$ cat src/rtl/uartrx_pkg.sv
package uartrx_pkg;

  typedef enum logic [2:0] {
    S_IDLE,
    S_START,
    S_DATA,
    S_PAR,
    S_STOP,
    S_BRK
  } rxState_t;

  // strobes from control to datapath
  typedef struct packed {
    logic clearShift;
    logic shiftBit;
    logic latchPar;
    logic push;
  } rxStrobe_t;

  // one queue entry
  typedef struct packed {
    logic       brk;
    logic       fe;
    logic       pe;
    logic [7:0] data;
  } rxEntry_t;

  localparam int ENTRY_W = $bits(rxEntry_t);

endpackage

$ cat src/rtl/uartrx_ctrl.sv
module uartrx_ctrl
  import uartrx_pkg::*;
#(
  parameter int OVS = 16
) (
  input  logic       clk,
  input  logic       rstN,
  input  logic       sampleEn,
  input  logic       rxS,
  input  logic       charZero,
  input  logic [1:0] charLen,
  input  logic       parOn,
  output rxStrobe_t  strb
);

  localparam int TW = $clog2(OVS);
  localparam logic [TW-1:0] LAST = TW'(OVS - 1);
  localparam logic [TW-1:0] MID  = TW'(OVS / 2 - 1);

  rxState_t      state, stateNxt;
  logic [TW-1:0] tick, tickNxt;
  logic [2:0]    bitIdx, bitIdxNxt;
  logic          lastS;
  logic [2:0]    lastIdx;

  assign lastIdx = 3'd4 + {1'b0, charLen};

  always_comb begin
    stateNxt  = state;
    tickNxt   = tick;
    bitIdxNxt = bitIdx;
    strb      = '0;
    if (sampleEn) begin
      case (state)
        S_IDLE: begin
          if (lastS && !rxS) begin
            stateNxt        = S_START;
            tickNxt         = '0;
            strb.clearShift = 1'b1;
          end
        end
        S_START: begin
          if (tick == MID) begin
            tickNxt   = '0;
            bitIdxNxt = '0;
            stateNxt  = rxS ? S_IDLE : S_DATA;
          end else begin
            tickNxt = tick + 1'b1;
          end
        end
        S_DATA: begin
          if (tick == LAST) begin
            tickNxt       = '0;
            strb.shiftBit = 1'b1;
            if (bitIdx == lastIdx) begin
              stateNxt = parOn ? S_PAR : S_STOP;
            end else begin
              bitIdxNxt = bitIdx + 1'b1;
            end
          end else begin
            tickNxt = tick + 1'b1;
          end
        end
        S_PAR: begin
          if (tick == LAST) begin
            tickNxt       = '0;
            strb.latchPar = 1'b1;
            stateNxt      = S_STOP;
          end else begin
            tickNxt = tick + 1'b1;
          end
        end
        S_STOP: begin
          if (tick == LAST) begin
            tickNxt   = '0;
            strb.push = 1'b1;
            stateNxt  = (!rxS && charZero) ? S_BRK : S_IDLE;
          end else begin
            tickNxt = tick + 1'b1;
          end
        end
        S_BRK: begin
          if (!rxS) begin
            tickNxt = '0;
          end else if (tick == MID) begin
            tickNxt  = '0;
            stateNxt = S_IDLE;
          end else begin
            tickNxt = tick + 1'b1;
          end
        end
        default: stateNxt = S_IDLE;
      endcase
    end
  end

  always_ff @(posedge clk) begin
    if (!rstN) begin
      state  <= S_IDLE;
      tick   <= '0;
      bitIdx <= '0;
      lastS  <= 1'b1;
    end else begin
      state  <= stateNxt;
      tick   <= tickNxt;
      bitIdx <= bitIdxNxt;
      if (sampleEn) lastS <= rxS;
    end
  end

endmodule

$ cat src/rtl/uartrx_fifo.sv
module uartrx_fifo #(
  parameter int WIDTH = 11,
  parameter int DEPTH = 4
) (
  input  logic             clk,
  input  logic             rstN,
  input  logic             wrEn,
  input  logic [WIDTH-1:0] wrData,
  input  logic             rdEn,
  output logic [WIDTH-1:0] rdData,
  output logic             empty,
  output logic             full
);

  localparam int AW = (DEPTH > 1) ? $clog2(DEPTH) : 1;
  localparam int CW = $clog2(DEPTH + 1);
  localparam logic [CW-1:0] CNT_FULL = CW'(DEPTH);
  localparam logic [AW-1:0] PTR_LAST = AW'(DEPTH - 1);

  logic [WIDTH-1:0] mem [DEPTH];
  logic [AW-1:0]    wrPtr, rdPtr;
  logic [CW-1:0]    count;
  logic             doWr, doRd;

  assign empty  = (count == '0);
  assign full   = (count == CNT_FULL);
  assign doWr   = wrEn && !full;
  assign doRd   = rdEn && !empty;
  assign rdData = mem[rdPtr];

  always_ff @(posedge clk) begin
    if (doWr) mem[wrPtr] <= wrData;
  end

  always_ff @(posedge clk) begin
    if (!rstN) begin
      wrPtr <= '0;
      rdPtr <= '0;
      count <= '0;
    end else begin
      if (doWr) wrPtr <= (wrPtr == PTR_LAST) ? '0 : wrPtr + 1'b1;
      if (doRd) rdPtr <= (rdPtr == PTR_LAST) ? '0 : rdPtr + 1'b1;
      if (doWr && !doRd)      count <= count + 1'b1;
      else if (doRd && !doWr) count <= count - 1'b1;
    end
  end

endmodule

$ cat src/rtl/uartrx_dp.sv
module uartrx_dp
  import uartrx_pkg::*;
#(
  parameter int DEPTH = 4
) (
  input  logic       clk,
  input  logic       rstN,
  input  logic       rxd,
  input  rxStrobe_t  strb,
  input  logic [1:0] charLen,
  input  logic [1:0] parMode,
  input  logic       parOdd,
  input  logic       popReq,
  input  logic       clrErr,
  output logic       rxS,
  output logic       charZero,
  output rxEntry_t   head,
  output logic       empty,
  output logic       full,
  output logic       overrun
);

  logic [1:0] syncR;
  logic [7:0] shReg;
  logic       parBit;
  logic [7:0] aligned;
  logic       expPar;
  rxEntry_t   newEntry;
  logic [ENTRY_W-1:0] headRaw;

  assign rxS = syncR[1];

  always_ff @(posedge clk) begin
    if (!rstN) begin
      syncR   <= 2'b11;
      shReg   <= '0;
      parBit  <= 1'b0;
      overrun <= 1'b0;
    end else begin
      syncR <= {syncR[0], rxd};
      if (strb.clearShift) begin
        shReg  <= '0;
        parBit <= 1'b0;
      end else begin
        if (strb.shiftBit) shReg  <= {rxS, shReg[7:1]};
        if (strb.latchPar) parBit <= rxS;
      end
      if (clrErr)                 overrun <= 1'b0;
      else if (strb.push && full) overrun <= 1'b1;
    end
  end

  assign charZero = (shReg == '0) && !parBit;

  always_comb begin
    case (charLen)
      2'd0:    aligned = {3'b000, shReg[7:3]};
      2'd1:    aligned = {2'b00, shReg[7:2]};
      2'd2:    aligned = {1'b0, shReg[7:1]};
      default: aligned = shReg;
    endcase
  end

  assign expPar = (^aligned) ^ parOdd;

  always_comb begin
    newEntry.data = aligned;
    newEntry.fe   = !rxS;
    newEntry.brk  = charZero && !rxS;
    case (parMode)
      2'b00:   newEntry.pe = (parBit != expPar);
      2'b01:   newEntry.pe = (parBit != parOdd);
      2'b10:   newEntry.pe = 1'b0;
      default: newEntry.pe = parBit;
    endcase
  end

  uartrx_fifo #(
    .WIDTH(ENTRY_W),
    .DEPTH(DEPTH)
  ) u_fifo (
    .clk    (clk),
    .rstN   (rstN),
    .wrEn   (strb.push),
    .wrData (newEntry),
    .rdEn   (popReq),
    .rdData (headRaw),
    .empty  (empty),
    .full   (full)
  );

  assign head = rxEntry_t'(headRaw);

endmodule

$ cat src/rtl/uart_rx_brk.sv
module uart_rx_brk
  import uartrx_pkg::*;
#(
  parameter int OVS   = 16,
  parameter int DEPTH = 4
) (
  input  logic       clk,
  input  logic       rstN,
  input  logic       sampleEn,
  input  logic       rxd,
  input  logic [1:0] charLen,
  input  logic [1:0] parMode,
  input  logic       parOdd,
  input  logic       popReq,
  input  logic       clrErr,
  output logic [7:0] rxData,
  output logic       statBreak,
  output logic       statFrame,
  output logic       statParity,
  output logic       rxRdy,
  output logic       fifoFull,
  output logic       overrun
);

  rxStrobe_t strb;
  rxEntry_t  head;
  logic      rxS, charZero, empty;

  uartrx_ctrl #(.OVS(OVS)) u_ctrl (
    .clk      (clk),
    .rstN     (rstN),
    .sampleEn (sampleEn),
    .rxS      (rxS),
    .charZero (charZero),
    .charLen  (charLen),
    .parOn    (parMode != 2'b10),
    .strb     (strb)
  );

  uartrx_dp #(.DEPTH(DEPTH)) u_dp (
    .clk      (clk),
    .rstN     (rstN),
    .rxd      (rxd),
    .strb     (strb),
    .charLen  (charLen),
    .parMode  (parMode),
    .parOdd   (parOdd),
    .popReq   (popReq),
    .clrErr   (clrErr),
    .rxS      (rxS),
    .charZero (charZero),
    .head     (head),
    .empty    (empty),
    .full     (fifoFull),
    .overrun  (overrun)
  );

  assign rxRdy      = !empty;
  assign rxData     = rxRdy ? head.data : 8'h00;
  assign statBreak  = rxRdy && head.brk;
  assign statFrame  = rxRdy && head.fe;
  assign statParity = rxRdy && head.pe;

endmodule

$ cat config.mk
export PLATFORM = sky130hd
export DESIGN_NAME = uart_rx_brk
export DESIGN_NICKNAME = d
export VERILOG_FILES = /design/src/rtl/uartrx_pkg.sv /design/src/rtl/uartrx_ctrl.sv /design/src/rtl/uartrx_fifo.sv /design/src/rtl/uartrx_dp.sv /design/src/rtl/uart_rx_brk.sv
export SDC_FILE = /design/constraint.sdc
export NUM_CORES = 1
export LEC_CHECK = 0
export BUFFER_PORTS_ARGS = -buffer_cell sky130_fd_sc_hd__buf_2
export CAP_MARGIN = 20
export CORE_ASPECT_RATIO = 1.5
export CORE_UTILIZATION = 50
export DETAILED_ROUTE_END_ITERATION = 7
export MAX_ROUTING_LAYER = met4
export PLACE_DENSITY = 0.64
export SYNTH_ARGS = -nofsm -noshare
export SYNTH_HDL_FRONTEND = slang
export SYNTH_SLANG_ARGS = --single-unit
$ cat constraint.sdc
create_clock -name clk -period 5.5 [get_ports clk]
set_clock_uncertainty 0.1 [all_clocks]
set_input_delay 0 -clock clk [delete_from_list [all_inputs] [get_ports clk]]
set_output_delay 0 -clock clk [all_outputs]
set_load 0.05 [all_outputs]
## Yosys cells after proc, flatten, opt, wreduce, memory -nomap -nowiden

Memories as Yosys holds them, arrays and structs flattened. A register that Yosys moved wholly into a read port is not among the register bits.
Index checks and enable logic that the tools add are counted.

| cells by class | value |
|---|---|
| add/subtract/negate cells | 7 |
| eq/ne operators | 27 |
| multiplexer cells | 38 |
| bitwise operators | 2 |
| reduce and logical (&&, ||, !) cells | 32 |

Operator list:

| operator | number |
|---|---|
| $mux W3 | 14 |
| $pmux W8 S3 | 1 |
| $mux W4 | 5 |
| $pmux W3 S6 | 1 |
| $ne A2 B1 Y1 const B | 8 |
| $pmux W4 S4 | 1 |
| $logic_and A1 B1 Y1 | 11 |
| $mux W2 | 5 |
| $eq A3 B3 Y1 const B | 3 |
| $reduce_and A9 Y1 | 1 |
| $eq A2 B2 Y1 const B | 4 |
| $logic_not A8 Y1 | 1 |
| $mux W1 | 8 |
| $mux W8 | 1 |
| $reduce_xor A8 Y1 | 1 |
| $add A3 B1 Y3 const B | 2 |
| $eq A3 B2 Y1 const B | 2 |
| $logic_not A1 Y1 | 6 |
| $logic_not A3 Y1 | 2 |
| $pmux W3 S2 | 1 |
| $reduce_and A5 Y1 | 1 |
| $add A2 B1 Y2 const B | 2 |
| $add A4 B1 Y4 const B | 1 |
| $eq A2 B1 Y1 const B | 2 |
| other kinds (17) | 22 |

| storage, ports and cells | value |
|---|---|
| register bits | 30 |
| bits in writable memories | 44 |
| memories | 1 |

Memory list:

| memory | words | bits a word | rd ports | clocked after memory_dff | wr ports | line | source |
|---|---|---|---|---|---|---|---|
| u_dp.u_fifo.mem | 4 | 11 | 1 | 1 | 1 | uartrx_fifo.sv:20 | `logic [WIDTH-1:0] mem [DEPTH];` |

## Longest topological paths before layout

| depth | value |
|---|---|
| depth after elaboration | 10 |
| mapped depth | 10 |
| depth with buffers taken out | 10 |

## By module

From an unflattened synthesis, not the netlist that was laid out.

| unflattened totals | value |
|---|---|
| cells, all modules | 305 |
| area total of the unflattened synthesis | 3854.9 um^2 |

By module, submodules not included:

| module | times used | cells an instance | area an instance (um^2) | seq. area each (um^2) |
|---|---|---|---|---|
| uartrx_fifo | 1 | 108 | 2060.7 | 1501.4 |
| uartrx_dp | 1 | 90 | 862.1 | 240.2 |
| uartrx_ctrl | 1 | 93 | 804.5 | 220.2 |
| uart_rx_brk | 1 | 14 | 127.6 | 0.0 |

## Least setup slack after synthesis

No wires, ideal clock.

| timing | value |
|---|---|
| path kind | register to register |
| start | register u_dp.u_fifo.count[0] |
| end | register u_dp.u_fifo.count[2] |
| setup time | 0.076 ns |
| arrival time | 2.968 ns |
| data required time | 5.324 ns |
| setup slack | 2.357 ns |
| cell stages (with the launch flop) | 9 |
| buffers on the path | 0 |
| clock period less this slack | 3.143 ns |
| cell sequence | dfxtp_1 > nor3b_1 > nor3_2 > ha_1 > inv_1 > fa_1 > xor2_1 > or3_1 > a21boi_0 |

| between the ends | value |
|---|---|
| word-level cells in the longest chain between the ends | 6 |
| elaborated cells on any way between the ends | 15 |
| classes of those cells | add/sub: 2; eq/ne: 1; mux: 2; reduce/logical: 10 |

RTL lines:

| element | line | source |
|---|---|---|
| from (decl) | uartrx_fifo.sv:22 | `logic [CW-1:0] count;` |
| from (signal assigned) | uartrx_fifo.sv:43 | `if (doWr && !doRd) count <= count + 1'b1;` |
| from (signal assigned) | uartrx_fifo.sv:44 | `else if (doRd && !doWr) count <= count - 1'b1;` |
| $eq A3 B3 Y1 * | uartrx_fifo.sv:26 | `assign full = (count == CNT_FULL);` |
| named net fifoFull | uart_rx_brk.sv:21 | `output logic fifoFull,` |
| $logic_not A1 Y1 * | uartrx_fifo.sv:27 | `assign doWr = wrEn && !full;` |
| $logic_and A1 B1 Y1 * | uartrx_fifo.sv:27 |  |
| named net u_dp.u_fifo.doWr | uartrx_fifo.sv:23 | `logic doWr, doRd;` |
| $logic_not A1 Y1 | uartrx_fifo.sv:44 |  |
| $logic_and A1 B1 Y1 | uartrx_fifo.sv:44 |  |
| $reduce_bool A2 Y1 (no line) | n/a |  |

Mark *: on every way through the listed nets, which the timed path passes. The rest lies on a longest branch. The select of a mux whose other input is x is not followed.
A chain may end at the register's enable or synchronous reset.

## Worst setup path in the final report

| timing | value |
|---|---|
| start | register u_ctrl.state[2] |
| end | register u_dp.u_fifo.count[2] |

| between the ends | value |
|---|---|
| word-level cells in the longest chain between the ends | 7 |
| elaborated cells on any way between the ends | 9 |
| classes of those cells | eq/ne: 1; mux: 3; reduce/logical: 5 |

RTL lines:

| element | line | source |
|---|---|---|
| from (decl) | uartrx_ctrl.sv:20 | `rxState_t state, stateNxt;` |
| from (signal assigned) | uartrx_ctrl.sv:104 | `state <= stateNxt;` |
| $eq A3 B3 Y1 * | uartrx_ctrl.sv:34 | `case (state)` |
| $mux W1 * | uartrx_ctrl.sv:34 |  |
| $mux W4 * | uartrx_ctrl.sv:33 | `if (sampleEn) begin` |
| $logic_and A1 B1 Y1 * | uartrx_fifo.sv:27 |  |
| named net u_dp.u_fifo.doWr | uartrx_fifo.sv:23 |  |
| $logic_not A1 Y1 | uartrx_fifo.sv:44 |  |
| $logic_and A1 B1 Y1 | uartrx_fifo.sv:44 |  |
| $reduce_bool A2 Y1 (no line) | n/a |  |

Mark *: on every way through the listed nets, which the timed path passes. The rest lies on a longest branch.

==> out/qor.csv <==
metric,value,unit
CTS tree,yes,
Routed WL per cell,15.6,um
Synth Register Bits,76,
Worst Tran Pin Value,0.888,ns
"Clk Latency, worst-skew pair",0.34,ns
Pleak,0.00144,uW
vias per cell,5.41,
Register Area,1960,um^2
Critical Path RT,5.66,ns
DP Wirelength,4730,um
area of the multi-input gates,1680,um^2
"Seq/Total Area, Yosys",52.2,%
pre-CTS setup slack,2.51,ns
TNS Setup,0,ns
Final min period,3.00,ns
CTS Hold Bufs,7,
initial cell density of the core,51.7,%
core area,7270,um^2
final worst-path cycle share,54.5,%
DRC,0,
clk slew on worst S/H paths,0.07,ns
area delta synth->final,11.0,%
GP Congestion,0.842,
M3 GR Usage,4.75,%
"Setup Fix Bufs, Post-CTS",0,
First-pass DRT Iterations,4,
die width,72.8,um
starting DRC count in detailed routing,135,
Clock Sink Count,76,
Critical Path AT,3.16,ns
Final ANT Viol Nets,0,
# diodes,0,
Die Height,108,um
status,"finished, final reports clean",
unrepaired setup endpoints after global routing,false,
relative slew slack,40.1,%
Max-Cap Viols,0,
"FFs w/ async S/R, synth",0,%
CTS H-tree lvls,3,
vias in the first global route,2418,
ys flop type,edfxtp_1,
CTS Buffer Depth,2,
Final setup viols,0,
crit path from,u_ctrl.state[2],
Netlist cell types,48,
Worst R2R Start,u_ctrl.state[2],
via count,2385,
syn_nets,334,
Die Area,7880,um^2
worst vdd ir,0.189,mV
Post-synth EDFFs,44,
cts repair resizes,0,
CP Max Fanout,12,
Total GRT Usage,20.2,%
first-pass GRT wire length,11400,um
fmax,0.333,GHz
GRT busiest layer,met2,
final setup margin,2.50,ns
remaining global-route overflow,0,
final hold violation count,0,
Critical Path Start Type,flip-flop,
Filler Cell Count,632,
FP Rows,38,
share of cells above drive strength 1,16.1,%
Worst setup EP type,flip-flop,
syn_area_per_cell,12.0,um^2
Netlist Area Pre-Place,3760,um^2
cts bufs inserted,9,
M1 GR Usage,22.3,%
# nets final,356,
pwr/cell area,261,nW/um^2
Hold Crit Class,primary input to flip-flop,
met2 global-route usage,34.1,%
num ports,25,
input/output buffers,24,
Min-Delay Startpoint,popReq,
largest net degree at the start of global routing,22,
Synth Instances,314,
final core utilization,57.4,%
initial antenna violation count,0,
Synth Warn #,0,
WL final,6860,um
Slew Limit Fails,0,
root buf cell,clkbuf_8,
type of the worst setup path,flip-flop to flip-flop,
[area by class of cell]
cell class                 instances  area share (%)
inverter                           7           0.629
sequential                        76            47.0
timing repair buffer              31            4.55
clock inverter                     3           0.929
tap                              100            3.00
multi-input combinational        211            40.3
clock buffer                      13            3.57
[critical path, stage by stage, from the launching register on]
cell and delay (ns):
dfxtp_1 0.54, inv_1 0.17, or3_1 0.38, nor3_2 0.36, ha_1 0.26, inv_1 0.07, fa_1 0.43, xor2_1 0.16
or3_1 0.30, a21boi_0 0.16
[worst paths after layout]
path / depth (start not counted) / to / slack, ns
max: 9 / u_dp.u_fifo.count[2] / 2.50
min: 4 / u_dp.u_fifo.rdPtr[0] / 0.03
max reg2reg: 9 / u_dp.u_fifo.count[2] / 2.50
min reg2reg: 1 / u_dp.syncR[1] / 0.31
[state kept, by name (all words and copies together), names as in the netlist, named ones only]
signal and count:
u_dp.syncR 2, u_dp.overrun 1, u_dp.u_fifo.wrPtr 2, u_ctrl.lastS 1, u_ctrl.tick 4, u_dp.parBit 1, u_dp.u_fifo.rdPtr 2, u_ctrl.state 3
u_dp.u_fifo.mem 44, u_ctrl.bitIdx 3, u_dp.shReg 8, u_dp.u_fifo.count 3
[where the power goes]
| part | internal [uW] | switching, uW | total, uW | leakage [uW] |
|---|---|---|---|---|
| registers | 601 | 11.5 | 613 | 0.000589 |
| clock network | 221 | 191 | 411 | 0.0000951 |
| logic | 29.5 | 36.2 | 65.7 | 0.000760 |
| total | 851 | 238 | 1090 | 0.00144 |
[placed cells by master (no fill, tap or decap), types with 6 or more instances in the layout]
cell type and count:
a21oi_1 7, dfxtp_1 32, clkbuf_8 10, nor3b_1 6, ha_1 8, nor2_1 22
inv_1 7, mux4_2 12, nand2_1 15, nor2b_1 12, o21ai_0 17, nand3_1 6
and2_1 16, mux2i_1 27, a21boi_0 6, buf_2 24, edfxtp_1 44, dlygate4sd3_1 7
[kinds of logic (layout without fill, tap and decap cells)]
logic type | after synthesis | in the layout | synth area share (%)
compound gates | 42 | 42 | 7.19
xor+xnor | 11 | 11 | 3.13
fa+ha+maj | 9 | 9 | 3.19
buf+inv | 27 | 54 | 3.06
flops | 76 | 76 | 52.2
mux | 42 | 42 | 15.7
simple gates | 107 | 107 | 15.6
[synthesized netlist by cell type (2+ instances only)]
master	number	area (um^2)
and2_1	16	100
edfxtp_1	44	1320
inv_1	7	26.3
xor2_1	4	35.0
dfxtp_1	32	641
a21boi_0	6	45.0
nand3b_1	4	30.0
or3_1	5	31.3
mux2i_1	27	270
buf_2	4	20.0
clkbuf_1	13	48.8
mux4_2	12	270
nand3_1	6	30.0
nor4_1	3	18.8
mux2_2	2	22.5
nand2b_1	5	31.3
nor3b_1	6	45.0
and3_1	4	25.0
a31oi_1	3	18.8
nor2_1	22	82.6
nor2b_1	12	75.1
a21oi_1	7	35.0
o21ai_0	17	85.1
nand2_1	15	56.3
ha_1	8	100
nor3_1	4	20.0
xnor2_1	5	43.8
[metal layers]
layer,wire length [um],up-vias
li1,-,1193
met1,3000,1155
met2,3620,33
met3,156,4
met4,76,0
met5,0,-
[per-stage QoR]
step	hold WS, ns	power, uW	instances	area [um^2]
global placement	0.0617	688	418	3920
finish	0.0336	1090	441	4180
floorplan	-0.0270	673	314	3760
global route	0.0507	1130	441	4180
detailed placement	0.0647	689	418	3920
CTS	0.0160	1100	441	4180
No activity file was read; power rests on OpenSTA's default activity.
